**config.mk**
```make
export PLATFORM = sky130hd
export DESIGN_NAME = pause_tx_gen
export DESIGN_NICKNAME = d
export VERILOG_FILES = /design/src/rtl/pause_pkg.sv /design/src/rtl/pause_seq.sv /design/src/rtl/pause_crc32.sv /design/src/rtl/pause_tx_gen.sv
export SDC_FILE = /design/constraint.sdc
export NUM_CORES = 1
export LEC_CHECK = 0
export BUFFER_PORTS_ARGS = -buffer_cell sky130_fd_sc_hd__buf_4
export CAP_MARGIN = 10
export CORE_MARGIN = 2
export CORE_UTILIZATION = 55
export CTS_CLUSTER_DIAMETER = 120
export DETAILED_ROUTE_END_ITERATION = 10
export GPL_TIMING_DRIVEN = 0
export PLACE_DENSITY = 0.76
export SYNTH_ARGS = -nofsm -noshare
export SYNTH_HDL_FRONTEND = slang
export SYNTH_SLANG_ARGS = --single-unit
```
**constraint.sdc**
```tcl
create_clock -name clk -period 7.05 [get_ports clk]
set_input_delay 0.705 -clock clk [delete_from_list [all_inputs] [get_ports clk]]
set_output_delay 0.705 -clock clk [all_outputs]
set_load 0.01 [all_outputs]
```
**src/rtl/pause_pkg.sv**
```systemverilog
package pause_pkg;

    localparam logic [7:0]  PRE_BYTE   = 8'h55;
    localparam logic [7:0]  SFD_BYTE   = 8'hD5;
    localparam logic [47:0] CTRL_DST   = 48'h0180C2000001;
    localparam logic [15:0] CTRL_TYPE  = 16'h8808;
    localparam logic [15:0] PAUSE_OPC  = 16'h0001;
    localparam logic [31:0] CRC_POLY_R = 32'hEDB88320;
    localparam logic [31:0] CRC_INIT   = 32'hFFFFFFFF;

    localparam int ADDR_LEN = 6;
    localparam int WORD_LEN = 2;
    localparam int FCS_LEN  = 4;
    localparam int NUM_FLD  = 9;

    typedef enum logic [3:0] {
        FLD_PRE, FLD_SFD, FLD_DST, FLD_SRC, FLD_TYP,
        FLD_OPC, FLD_PRM, FLD_PAD, FLD_FCS
    } fld_e;

    typedef struct packed {
        fld_e       fld;
        logic [2:0] off;
    } pos_t;

    // byte k of a 48-bit word, byte 0 being bits 7:0
    function automatic logic [7:0] pick_byte(logic [47:0] w, logic [2:0] k);
        return w[{k, 3'b000} +: 8];
    endfunction

    // one byte through the reflected CRC-32 register
    function automatic logic [31:0] crc32_byte(logic [31:0] c, logic [7:0] b);
        logic [31:0] r;
        r = c ^ {24'h0, b};
        for (int i = 0; i < 8; i++) begin
            r = r[0] ? ((r >> 1) ^ CRC_POLY_R) : (r >> 1);
        end
        return r;
    endfunction

endpackage

```
**src/rtl/pause_seq.sv**
```systemverilog
module pause_seq
    import pause_pkg::*;
#(
    parameter int PRE_LEN = 7,
    parameter int PAD_LEN = 42
) (
    input  logic clk,
    input  logic rst,
    input  logic req_i,
    input  logic rdy_i,
    output logic active_o,
    output logic pending_o,
    output logic start_o,
    output logic step_o,
    output logic first_o,
    output logic last_o,
    output pos_t pos_o
);

    localparam int FRM_LEN  = PRE_LEN + 1 + 2 * ADDR_LEN + 3 * WORD_LEN + PAD_LEN + FCS_LEN;
    localparam int LAST_IDX = FRM_LEN - 1;
    localparam int IDX_W    = $clog2(FRM_LEN + 1);
    localparam int BASE [NUM_FLD] = '{
        0,
        PRE_LEN,
        PRE_LEN + 1,
        PRE_LEN + 1 + ADDR_LEN,
        PRE_LEN + 1 + 2 * ADDR_LEN,
        PRE_LEN + 1 + 2 * ADDR_LEN + WORD_LEN,
        PRE_LEN + 1 + 2 * ADDR_LEN + 2 * WORD_LEN,
        PRE_LEN + 1 + 2 * ADDR_LEN + 3 * WORD_LEN,
        PRE_LEN + 1 + 2 * ADDR_LEN + 3 * WORD_LEN + PAD_LEN
    };

    logic             active_q;
    logic             pend_q;
    logic [IDX_W-1:0] idx_q;
    logic [IDX_W-1:0] rel;
    int               base;

    assign start_o   = !active_q && pend_q;
    assign step_o    = active_q && rdy_i;
    assign first_o   = active_q && (idx_q == '0);
    assign last_o    = active_q && (idx_q == IDX_W'(LAST_IDX));
    assign active_o  = active_q;
    assign pending_o = pend_q;

    always_ff @(posedge clk) begin
        if (rst) begin
            active_q <= 1'b0;
            pend_q   <= 1'b0;
            idx_q    <= '0;
        end else begin
            pend_q <= req_i | (pend_q & ~start_o);
            if (start_o) begin
                active_q <= 1'b1;
                idx_q    <= '0;
            end else if (step_o) begin
                if (last_o) active_q <= 1'b0;
                idx_q <= idx_q + 1'b1;
            end
        end
    end

    // the last field base not above the index names the field
    always_comb begin
        pos_o.fld = FLD_PRE;
        base      = 0;
        for (int i = 0; i < NUM_FLD; i++) begin
            if (int'(idx_q) >= BASE[i]) begin
                pos_o.fld = fld_e'(4'(i));
                base      = BASE[i];
            end
        end
        rel       = idx_q - IDX_W'(base);
        pos_o.off = rel[2:0];
    end

endmodule

```
**src/rtl/pause_crc32.sv**
```systemverilog
module pause_crc32
    import pause_pkg::*;
(
    input  logic        clk,
    input  logic        rst,
    input  logic        clear_i,
    input  logic        en_i,
    input  logic [7:0]  byte_i,
    output logic [31:0] crc_o
);

    logic [31:0] crc_q;

    always_ff @(posedge clk) begin
        if (rst || clear_i) crc_q <= CRC_INIT;
        else if (en_i)      crc_q <= crc32_byte(crc_q, byte_i);
    end

    assign crc_o = crc_q;

endmodule

```
**src/rtl/pause_tx_gen.sv**
```systemverilog
module pause_tx_gen
    import pause_pkg::*;
#(
    parameter int PRE_LEN = 7,
    parameter int PAD_LEN = 42
) (
    input  logic        clk,
    input  logic        rst,
    input  logic        req_i,
    input  logic [15:0] quanta_i,
    input  logic [47:0] src_mac_i,
    input  logic        rdy_i,
    output logic [7:0]  data_o,
    output logic        valid_o,
    output logic        sof_o,
    output logic        eof_o,
    output logic        busy_o
);

    logic        active, pending, start, step, first, last;
    pos_t        pos;
    logic        crc_en;
    logic [31:0] crc;
    logic [15:0] quanta_pend_q;
    logic [15:0] quanta_cur_q;
    logic [47:0] src_q;
    logic [7:0]  byte_d;

    pause_seq #(.PRE_LEN(PRE_LEN), .PAD_LEN(PAD_LEN)) i_seq (
        .clk      (clk),
        .rst      (rst),
        .req_i    (req_i),
        .rdy_i    (rdy_i),
        .active_o (active),
        .pending_o(pending),
        .start_o  (start),
        .step_o   (step),
        .first_o  (first),
        .last_o   (last),
        .pos_o    (pos)
    );

    assign crc_en = step && (pos.fld inside {FLD_DST, FLD_SRC, FLD_TYP, FLD_OPC, FLD_PRM, FLD_PAD});

    pause_crc32 i_crc (
        .clk    (clk),
        .rst    (rst),
        .clear_i(start),
        .en_i   (crc_en),
        .byte_i (byte_d),
        .crc_o  (crc)
    );

    always_ff @(posedge clk) begin
        if (rst) begin
            quanta_pend_q <= '0;
            quanta_cur_q  <= '0;
            src_q         <= '0;
        end else begin
            if (req_i) quanta_pend_q <= quanta_i;
            if (start) begin
                quanta_cur_q <= quanta_pend_q;
                src_q        <= src_mac_i;
            end
        end
    end

    always_comb begin
        unique case (pos.fld)
            FLD_PRE: byte_d = PRE_BYTE;
            FLD_SFD: byte_d = SFD_BYTE;
            FLD_DST: byte_d = pick_byte(CTRL_DST, 3'd5 - pos.off);
            FLD_SRC: byte_d = pick_byte(src_q, 3'd5 - pos.off);
            FLD_TYP: byte_d = pick_byte({32'h0, CTRL_TYPE}, 3'd1 - pos.off);
            FLD_OPC: byte_d = pick_byte({32'h0, PAUSE_OPC}, 3'd1 - pos.off);
            FLD_PRM: byte_d = pick_byte({32'h0, quanta_cur_q}, 3'd1 - pos.off);
            FLD_PAD: byte_d = 8'h00;
            FLD_FCS: byte_d = pick_byte({16'h0, ~crc}, pos.off);
            default: byte_d = 8'h00;
        endcase
    end

    assign data_o  = byte_d;
    assign valid_o = active;
    assign sof_o   = first;
    assign eof_o   = last;
    assign busy_o  = active | pending;

endmodule

```
Word level (Yosys, flattened, before mapping)
Cells that the tools add are included.
{"block": "word_totals", "rom_bits": 0, "in_bits": 68, "latch_bits": 0, "output_inout_bits": 12, "ram_bits": 0, "memories": 0, "regBits": 121, "wordCells": 90}
{"block": "op_classes", "magnitude_cmp": 8, "div": 0, "n_eq_ne": 9, "muxes": 28, "multipliers": 0, "shift": 6, "reduce_logical": 14, "bitwise": 14, "n_addsub": 4}
{"op": "$mux W32", "count": 8}
{"op": "$shiftx A48 B7 Y8", "count": 3}
{"op": "$shiftx A48 B7 Y8 const A", "count": 3}
{"op": "$not A13 Y14", "count": 8}
{"op": "$pmux W8 S8", "count": 1}
{"op": "$mux W3", "count": 12}
{"op": "$not A32 Y32", "count": 1}
{"op": "$xor A32 B8 Y32", "count": 1}
{"op": "$ge A7 B5 Y1 const B", "count": 4}
{"op": "$eq A4 B3 Y1 const B", "count": 4}
{"op": "$ge A7 B4 Y1 const B", "count": 2}
{"op": "$eq A4 B2 Y1 const B", "count": 2}
{"op": "$add A7 B1 Y7 const B", "count": 1}
{"op": "$eq A7 B7 Y1 const B", "count": 1}
{"op": "$ge A7 B3 Y1 const B", "count": 1}
{"op": "$ge A7 B7 Y1 const B", "count": 1}
{"op": "$logic_not A7 Y1", "count": 1}
{"op": "$reduce_bool A6 Y1", "count": 1}
{"op": "$logic_and A1 B1 Y1", "count": 5}
{"op": "$eq A4 B1 Y1 const B", "count": 1}
{"op": "$eq A4 B4 Y1 const B", "count": 1}
{"op": "$logic_not A4 Y1", "count": 1}
{"op": "$mux W1", "count": 4}
{"op": "$mux W2", "count": 2}
{"op": "12 further kinds", "count": 14}

Logic depth before layout (Yosys ltp)
Gate-level depths: netlist (run 1).
{"block": "depth", "ltp_word": 30, "depth_mapped": 21, "ltp_nobuf": 18}

Modules after synthesis
Synthesis (run 1) repeated with hierarchy kept, for this count alone.
{"block": "unflattened", "hier_cells": 681, "area_unflattened_um2": 6462.4}
{"mod": "pause_tx_gen", "cells_per_inst": 395, "area_each_um2": 3852.4, "seq_area_each_um2": 1601.5, "n_inst": 1}
{"mod": "pause_crc32", "cells_per_inst": 196, "area_each_um2": 1923.1, "seq_area_each_um2": 640.6, "n_inst": 1}
{"mod": "pause_seq", "cells_per_inst": 90, "area_each_um2": 686.9, "seq_area_each_um2": 180.2, "n_inst": 1}

Worst setup path after synthesis (run 1)
OpenSTA, ideal clock, no wires.
{"block": "synth_path", "kind": "register to register", "from": "register i_seq.idx_q[1]", "to": "register i_crc.crc_q[19] (netlist: i_crc.crc_o[19])", "slack_ns": 1.896, "path_stages_with_launch": 19, "t_required_ns": 6.917, "synth_period_minus_slack_ns": 5.154, "n_path_buf": 3, "arrival_ns": 5.021, "setup_ns": 0.133, "path_cell_list": "dfxtp_1 > clkbuf_1 > a21oi_1 > o211a_2 > buf_2 > nor2_1 > nand2_1 > fa_1 > clkbuf_1 > mux4_2 > or2_2 > a221oi_1 > a221o_1 > xor2_1 > xnor2_1 > xnor3_1 > xor3_1 > nor2_1 > o21ai_1"}
{"block": "synth_via", "word_cells_on_any_way": 61, "cone_classes": "add/sub (3); order compare (8); eq/ne (8); shift (6); mux (25); bitwise (8); reduce/logical (3)"}
{"element": "from (decl)", "line_no": "pause_seq.sv:37", "rtl": "logic [IDX_W-1:0] idx_q;"}
{"element": "from (signal assigned)", "line_no": "pause_seq.sv:60", "rtl": "idx_q <= idx_q + 1'b1;"}
{"element": "$ge A7 B3 Y1", "line_no": "pause_seq.sv:70", "rtl": "if (int'(idx_q) >= BASE[i]) begin"}
{"element": "$mux W3 (8 in series)", "line_no": "pause_seq.sv:70"}
{"element": "$sub A3 B3 Y3", "line_no": "pause_seq.sv:75", "rtl": "rel = idx_q - IDX_W'(base);"}
{"element": "$sub A1 B3 Y3 or $sub A3 B3 Y3 (tied branches)"}
{"element": "$shiftx A48 B7 Y8", "line_no": "pause_pkg.sv:28", "rtl": "return w[{k, 3'b000} +: 8];"}
{"element": "$pmux W8 S8 *", "line_no": "pause_tx_gen.sv:69", "rtl": "unique case (pos.fld)"}
{"element": "named net data_o[1]", "line_no": "pause_tx_gen.sv:13", "rtl": "output logic [7:0] data_o,"}
{"element": "$xor A32 B8 Y32 *", "line_no": "pause_pkg.sv:34", "rtl": "r = c ^ {24'h0, b};"}
{"element": "$mux W32 * (8 in series)", "line_no": "pause_pkg.sv:36", "rtl": "r = r[0] ? ((r >> 1) ^ CRC_POLY_R) : (r >> 1);"}
{"element": "to (signal assigned)", "line_no": "pause_crc32.sv:16", "rtl": "else if (en_i) crc_q <= crc32_byte(crc_q, byte_i);"}
{"element": "to (decl)", "line_no": "pause_crc32.sv:12", "rtl": "logic [31:0] crc_q;"}
The timed path passes the listed nets; every way through them passes the cells marked *.
A chain may end at the register's enable or synchronous reset.

Worst setup path after layout (run 1)
{"block": "layout_path", "from": "register i_seq.idx_q[1]", "to": "register i_crc.crc_q[20] (netlist: i_crc.crc_o[20])"}
{"block": "layout_via", "elab_chain_cells": 27, "word_cells_on_any_way": 60, "cone_classes": "add/sub (3); order compare (8); eq/ne (8); shift (6); mux (25); bitwise (7); reduce/logical (3)"}
{"element": "$ge A7 B3 Y1", "line_no": "pause_seq.sv:70"}
{"element": "$mux W3 (8 in series)", "line_no": "pause_seq.sv:70"}
{"element": "$sub A3 B3 Y3", "line_no": "pause_seq.sv:75"}
{"element": "$sub A1 B3 Y3 or $sub A3 B3 Y3 (tied branches)"}
{"element": "$shiftx A48 B7 Y8", "line_no": "pause_pkg.sv:28"}
{"element": "$pmux W8 S8", "line_no": "pause_tx_gen.sv:69"}
{"element": "$xor A32 B8 Y32", "line_no": "pause_pkg.sv:34"}
{"element": "$mux W32", "line_no": "pause_pkg.sv:36"}
{"element": "[... 3 more ...]"}
{"element": "$not A13 Y14 (no line)"}
{"element": "$mux W32", "line_no": "pause_pkg.sv:36"}
{"element": "$not A13 Y14 (no line)"}
{"element": "$mux W32 (2 in series)", "line_no": "pause_pkg.sv:36"}
{"element": "$not A13 Y14 (no line)"}
{"element": "$mux W32", "line_no": "pause_pkg.sv:36"}
{"element": "$not A13 Y14 (no line)"}
{"element": "$mux W32", "line_no": "pause_pkg.sv:36"}
Several ways; a longest one is shown, not always the timed one.

==> run metrics, run 1 <==
Mapped Nets between 800 and 900; Reg2Reg Setup Slack roughly 540 ps; Die Y about 110 microns; Worst-Skew Late Latency between 400 and 500 ps; Clock Tree Buf Depth 2; worst vdd ir ~0.35 mV; GRT Overall Usage 31.6%; post-CTS setup buffers 0; Port-buffer cells 78; first-pass GRT wire length 31,100 microns; dominant synthesized flop cell dfxtp_1; drt wl/cell about 19 microns; Cell Count, Final, Fillers Out 1,003; Post-Route WL 19,100 microns; pwr/cell area between 200 and 250 nW/um^2; number of clock sinks approximately 120; post-synthesis sequential area ratio a little under two fifths; initial antenna violation count 0; Worst Setup SP i_seq.idx_q[1]$_SDFFE_PP0P_; Worst Path Arrival 6790 ps; share of the synthesized area in the top cell type around 38%; critical path data required time between 7000 and 8000 ps; crit start category flop; status complete, no violations; WP depth 18; routability cong. between 0.9 and 1; Resized Gates After CTS 0; dpl hpwl about 14,000 microns; Iteration-0 DRC Markers about 560; Area Overhead vs Synth 21.2%; placed insts about 970; pin count of the biggest net entering global routing 17; Final min period around 6500 ps; Worst Setup Path Type flop to flop; worst-path maximum fanout 10; vias in the first global route between 5,000 and 6,000; Slew headroom roughly 41%; Crit. End Element flop; Ys Warns 0; die width around 110 microns; final number of hold-violating endpoints 0; clock-pin slew on the worst setup and hold paths roughly 60 ps; ANT nets after route 0; most instantiated cells after synthesis nand2_1 (154), dfxtp_1 (121), a21oi_1 (86), xnor2_1 (48), nor2_1 (41); core area between 10,000 and 15,000 sq um; Final #Nets 919; Worst-Margin Slew approximately 890 ps; count leader, synth nand2_1; DR pass1 iterations 5; Clock Skew 5.97 ps; reg2reg start i_seq.idx_q[1]$_SDFFE_PP0P_; Top delay family on crit path buffers and inverters; critical path endpoint i_crc.crc_o[20]$_SDFFE_PP1P_; Buf/Inv on CP 5; peak per-stage delay on the critical path approximately 530 ps; period utilisation layout between 90% and 100%; FFs w/ async S/R, synth 0%; FF-to-FF path depth 18; max-slew violations 0; Hold-fix buffers, CTS 0; Synth Cell Area between 6000 and 7000 sq um; number of flops mapped to enable cells by yosys 0; DRC viols 0; setup violators final 0; CP dominant cell by count xor2_1; Initial Util ~56%; synth top area cells dfxtp_1 (38%), nand2_1 (9.0%), a21oi_1 (6.7%); CTS tree built; GRT Residual Overflow 0; syn_area_per_cell 8.57 sq um; CP max-delay cell clkbuf_1; Root Driver clkbuf_16; CP cell instances clkbuf_1 > a21oi_1 > o211a_2 > buf_2 > nor2_1 > nand2_1 > fa_1 > clkbuf_1 > buf_2 > buf_1 > mux4_2 > or3_1 > a31o_2 > xor2_1 > xor2_1 > xor2_1 > xor2_1 > o21ai_0; Peak Freq roughly 0.15 GHz; Netlist cell types 66; # H-tree levels 4; I/O pin count 80; clock buffer count from CTS 17; Max Cap Viol 0; Vias 5,871; Syn Inst Count 750; unrepaired setup endpoints after global routing false; Leak 3.02 nW; die area between 10,000 and 15,000 sq um; #FFs+latches synth ~120; r2r endpoint i_crc.crc_o[20]$_SDFFE_PP1P_; Hold Path Class flop to flop; Cell Rows 39; Inserted Diodes 0; Fin Setup TNS 0 ps; layout cells sized above 1 17.8%; Synth area leader dfxtp_1; Via density 5.85
## where the power goes
part | internal [mW] | switching, mW
Sequential | 0.707 | 0.0144
Clock | 0.564 | 0.320
Combinational | 0.0565 | 0.0708
## layer usage
| metal | up-vias | global-route usage [%] | wire length [microns] |
|---|---|---|---|
| li1 | 2797 | - | - |
| met1 | 2805 | 45.2 | 8660 |
| met2 | 238 | 48.5 | 8750 |
| met3 | 31 | 6.10 | 1280 |
| met4 | 0 | 10.1 | 369 |
| met5 | - | 0 | 0 |
## kinds of logic after synthesis
group	synth area share, %
adder cells (fa/ha/maj)	0.896
AND/OR/NAND/NOR	17.9
AO/OA/AOI/OAI	17.1
flip-flops	37.7
buffers and inverters	3.99
multiplexers	10.2
XOR/XNOR	12.3
## flip-flops by register name, summed over array words and instances, names as in the netlist
name,count
quanta_pend_q,16
i_seq.idx_q,7
src_q,48
i_seq.active_o,1
i_seq.pending_o,1
i_crc.crc_o,32
quanta_cur_q,16
## area by class of cell
| type | count | area (sq um) |
|---|---|---|
| clock buffers | 21 | 450 |
| clock inverters | 11 | 146 |
| well taps | 143 | 179 |
| fillers | 985 | 3630 |
| inverters | 10 | 37.5 |
| plain buffers | 54 | 219 |
| repair buffers | 78 | 586 |
| multi-input cells | 565 | 3750 |
| flip-flops and latches | 121 | 2420 |
## stage by stage
| stage | hold WS [ps] | area, sq um | power [mW] | worst slack, ps | util [%] |
|---|---|---|---|---|---|
| finish | 453 | 7790 | 1.73 | 535 | 68.2 |
| global route | 470 | 7790 | 1.78 | 239 | 68.2 |
| CTS | 455 | 7790 | 1.74 | 638 | 68.2 |
| detailed placement | 446 | 7190 | 0.862 | 688 | 63.0 |
| global placement | 443 | 7190 | 0.858 | 711 | 63.0 |
| floorplan | 431 | 6430 | 0.801 | 1900 | - |
## placed cells by master (no fill, tap or decap), types with 10 or more instances in the layout
| cell | n |
|---|---|
| nand2_1 | 154 |
| dfxtp_1 | 121 |
| a21oi_1 | 86 |
| buf_4 | 78 |
| xnor2_1 | 48 |
| clkbuf_1 | 42 |
| nor2_1 | 41 |
| mux2i_1 | 30 |
| xor2_1 | 21 |
| o211ai_1 | 20 |
| o21ai_0 | 19 |
| clkbuf_16 | 17 |
| nor3_1 | 12 |
| mux4_2 | 12 |
| inv_1 | 10 |
| nand3_1 | 10 |
## worst register-to-register path, cell delays in order, from the launching register on
cell and delay (ps):
dfxtp_1 380, clkbuf_1 340, a21oi_1 180, o211a_2 340
buf_2 210, nor2_1 210, nand2_1 110, fa_1 510
clkbuf_1 530, buf_2 430, buf_1 520, mux4_2 450
or3_1 330, a31o_2 280, xor2_1 460, xor2_1 400
xor2_1 380, xor2_1 210, o21ai_0 110
## how the worst min path moves through the flow
| stage | from | end | slack (ps) | cells after the start |
|---|---|---|---|---|
| 2_1_floorplan | quanta_pend_q[11]$_SDFFE_PP0P_ | quanta_cur_q[11]$_SDFFE_PP0P_ | 430 | 2 |
| 3_3_place_gp | src_q[29]$_SDFFE_PP0P_ | src_q[29]$_SDFFE_PP0P_ | 440 | 2 |
| 3_5_place_dp | src_q[16]$_SDFFE_PP0P_ | src_q[16]$_SDFFE_PP0P_ | 450 | 2 |
| 4_1_cts | src_q[14]$_SDFFE_PP0P_ | src_q[14]$_SDFFE_PP0P_ | 450 | 2 |
| 5_1_grt | src_q[1]$_SDFFE_PP0P_ | src_q[1]$_SDFFE_PP0P_ | 470 | 2 |
| 6_report | src_q[14]$_SDFFE_PP0P_ | src_q[14]$_SDFFE_PP0P_ | 450 | 2 |
Note: power is estimated with default switching activity, not from simulation.
==> run 2, diff against run 1 <==
ABC_AREA = 1   (was default)
==> run 2 against run 1 <==
Against the previous run: utilization fell by 1.4 points; via count rose by 28%; combinational power rose by 24%; die area rose by 8.6%; critical endpoint is now data_o[6]; largest cell class unchanged.
==> run metrics, run 2 <==
HP Start rst; most frequent cells in the layout nand2_1 (215), nor2_1 (202), o21ai_0 (121), dfxtp_1 (121), buf_4 (80); dpl cell area 7810 sq um (+8.6%); Post-Route WL 21,700 microns (+14%); Syn Inst Count 1,051 (+40%); clock buffer count from CTS 17 (unchanged); Final #Nets 1,221 (+33%); critical path data required time 6340 ps (-990 ps); setup violators final 0 (unchanged); Leak 3.85 nW (+28%); Netlist cell types 45 (-32%); Port-buffer cells 79 (+1.3%); Initial Util 55.9% (-0.35 points); Synth Cell Area 7000 sq um (+8.9%); max reg flops 48 (unchanged); final number of hold-violating endpoints 0 (unchanged); FF-to-FF path depth 29 (+11); worst vdd ir 0.180 mV (-48%); routability cong. 0.937 (-1.6%); placed insts 1,302 (+34%); Top delay family on crit path buffers and inverters; Crit. End Element output pin; count leader, synth nand2_1; Die Y 117 microns (+4.2%); GRT Residual Overflow 0 (unchanged); die width 117 microns (+4.2%); synth top area cells dfxtp_1 (35%), nand2_1 (12%), nor2_1 (11%); most instantiated cells after synthesis nand2_1 (215), nor2_1 (202), dfxtp_1 (121), o21ai_0 (121), nand3_1 (76); Clock Skew 9.33 ps (+3.36 ps); Worst-Margin Slew 854 ps (-31.8 ps); post-CTS setup buffers 0 (unchanged); ANT nets after route 0 (unchanged); Clock Tree Buf Depth 2 (unchanged); Worst Path Arrival 4580 ps (-2210 ps); layout cells sized above 1 18.4% (+0.66 points); Cell Rows 41 (+5.1%); Reg2Reg Setup Slack 2120 ps (+1580 ps); CP dominant cell by count nand2_4; worst hold path depth 2 (unchanged); most common cell after layout, fill and taps aside nand2_1; final non-filler cell area 8370 sq um (+7.4%); period utilisation layout 75.0% (-17 points); pwr/cell area 207 nW/um^2 (-7.1%); unrepaired setup endpoints after global routing false; Hold-fix buffers, CTS 0 (unchanged); first-pass GRT wire length 34,800 microns (+12%); Root Driver clkbuf_16; initial antenna violation count 0 (unchanged); Buf/Inv on CP 4 (-1); Area Overhead vs Synth 19.5%; final worst setup slack 1760 ps (+1230 ps); max-slew violations 0 (unchanged); CTS tree built; die area 13,600 sq um (+8.6%); syn_area_per_cell 6.66 sq um (-22%); CP cell instances ha_1 > nand3_1 > nand2_1 > nand2_4 > nand2_4 > nand2_2 > nand2_2 > nand2_4 > nand2_4 > buf_6 > nand2_1 > fa_1 > inv_2 > clkbuf_1 > o21ai_0 > o221ai_1 > nand2_1 > a21oi_1 > nand2_2 > buf_4; Final min period 5290 ps (-1230 ps); crit start category flop; post-synthesis sequential area ratio 34.6% (-3.1 points); Biggest register src_q; pre-CTS setup slack 2230 ps (+1550 ps); Fin Setup TNS 0 ps (unchanged); FFs w/ async S/R, synth 0% (unchanged); Hold Path Class input pin to flop; core area 12,500 sq um (+9.6%); DR pass1 iterations 8 (+3); number of flops mapped to enable cells by yosys 0 (unchanged); peak per-stage delay on the critical path 640 ps (+110 ps); Iteration-0 DRC Markers 828 (+49%); Slew headroom 43.0% (+2.1 points); Max Cap Viol 0 (unchanged); #FFs+latches synth 121 (unchanged); GRT Overall Usage 33.3% (+1.7 points); I/O pin count 80 (unchanged); Via density 5.64 (-3.6%); Inserted Diodes 0 (unchanged); dpl hpwl 15,700 microns (+11%); Vias 7,517 (+28%); Resized Gates After CTS 0 (unchanged); Ys Warns 0 (unchanged); Worst-Skew Late Latency 430 ps (about the same); share of the synthesized area in the top cell type 34.6% (-3.1 points); Mapped Nets 1,123 (+37%); pin count of the biggest net entering global routing 17 (unchanged); Worst Setup Path Type flop to output pin; reg2reg start i_seq.idx_q[1]$_SDFFE_PP0P_; Finished Core Util 66.9% (-1.4 points); status complete, no violations; Synth area leader dfxtp_1; drt wl/cell 16.3 microns (-14%); vias in the first global route 6,875 (+19%); Peak Freq 0.189 GHz (+23%); worst-path maximum fanout 10 (unchanged); clock-pin slew on the worst setup and hold paths 60 ps (about the same); DRC viols 0 (unchanged); Hold EP i_seq.pending_o$_SDFF_PP0_; dominant synthesized flop cell dfxtp_1; # H-tree levels 4 (unchanged); number of clock sinks 121 (unchanged); CP max-delay cell fa_1; r2r endpoint i_crc.crc_o[26]$_SDFFE_PP1P_; Cell Count, Final, Fillers Out 1,332 (+33%)
==> run 2: layout make-up <==
cell class / count / area [sq um]
fillers: 1166 / 4150
clock buffers: 18 / 439
well taps: 172 / 215
inverters: 67 / 259
plain buffers: 47 / 199
clock inverters: 12 / 119
repair buffers: 79 / 593
flip-flops and latches: 121 / 2420
multi-input cells: 816 / 4120
==> run 2: how the worst max path moves through the flow <==
| stage | start | end | slack, ps | cells past startpoint |
|---|---|---|---|---|
| finish | i_seq.idx_q[1]$_SDFFE_PP0P_ | data_o[6] | 1760 | 20 |
| global route | i_seq.idx_q[1]$_SDFFE_PP0P_ | data_o[6] | 1560 | 20 |
| CTS | i_seq.idx_q[1]$_SDFFE_PP0P_ | data_o[6] | 1830 | 20 |
| detailed placement | i_seq.idx_q[1]$_SDFFE_PP0P_ | i_crc.crc_o[23]$_SDFFE_PP1P_ | 2230 | 29 |
| global placement | i_seq.idx_q[1]$_SDFFE_PP0P_ | i_crc.crc_o[23]$_SDFFE_PP1P_ | 2310 | 29 |
| floorplan | i_seq.idx_q[1]$_SDFFE_PP0P_ | i_crc.crc_o[20]$_SDFFE_PP1P_ | 3110 | 29 |
==> run 2: cell families (layout without fill, tap and decap cells) <==
logic type | Yosys count | in the layout | share of synthesized area (%)
multiplexers | 4 | 4 | 0.572
AND/OR/NAND/NOR | 572 | 572 | 37.6
buffers and inverters | 114 | 223 | 6.54
adder cells (fa/ha/maj) | 4 | 4 | 0.822
XOR/XNOR | 24 | 24 | 3.68
flip-flops | 121 | 121 | 34.6
AO/OA/AOI/OAI | 212 | 212 | 16.2
==> run 2: per-layer routing <==
layer / track usage [%] / wire (microns) / up-vias
met5: 0 / 0 / -
met3: 6.75 / 1930 / 51
met1: 45.9 / 9530 / 3462
li1: - / - / 3608
met4: 12.4 / 599 / 0
met2: 51.9 / 9680 / 396
==> run 2: power breakdown <==
part | switching, mW | internal [mW] | leakage, nW
sequential | 0.0209 | 0.719 | 0.992
clock | 0.341 | 0.493 | 0.265
combinational | 0.0954 | 0.0616 | 2.59
==> run 2: per-stage QoR <==
| stage | hold WS [ps] | total power [mW] |
|---|---|---|
| finish | 450 | 1.73 |
| global route | 452 | 1.78 |
| CTS | 447 | 1.72 |
| detailed placement | 449 | 0.905 |
| global placement | 442 | 0.903 |
| floorplan | 425 | 0.834 |
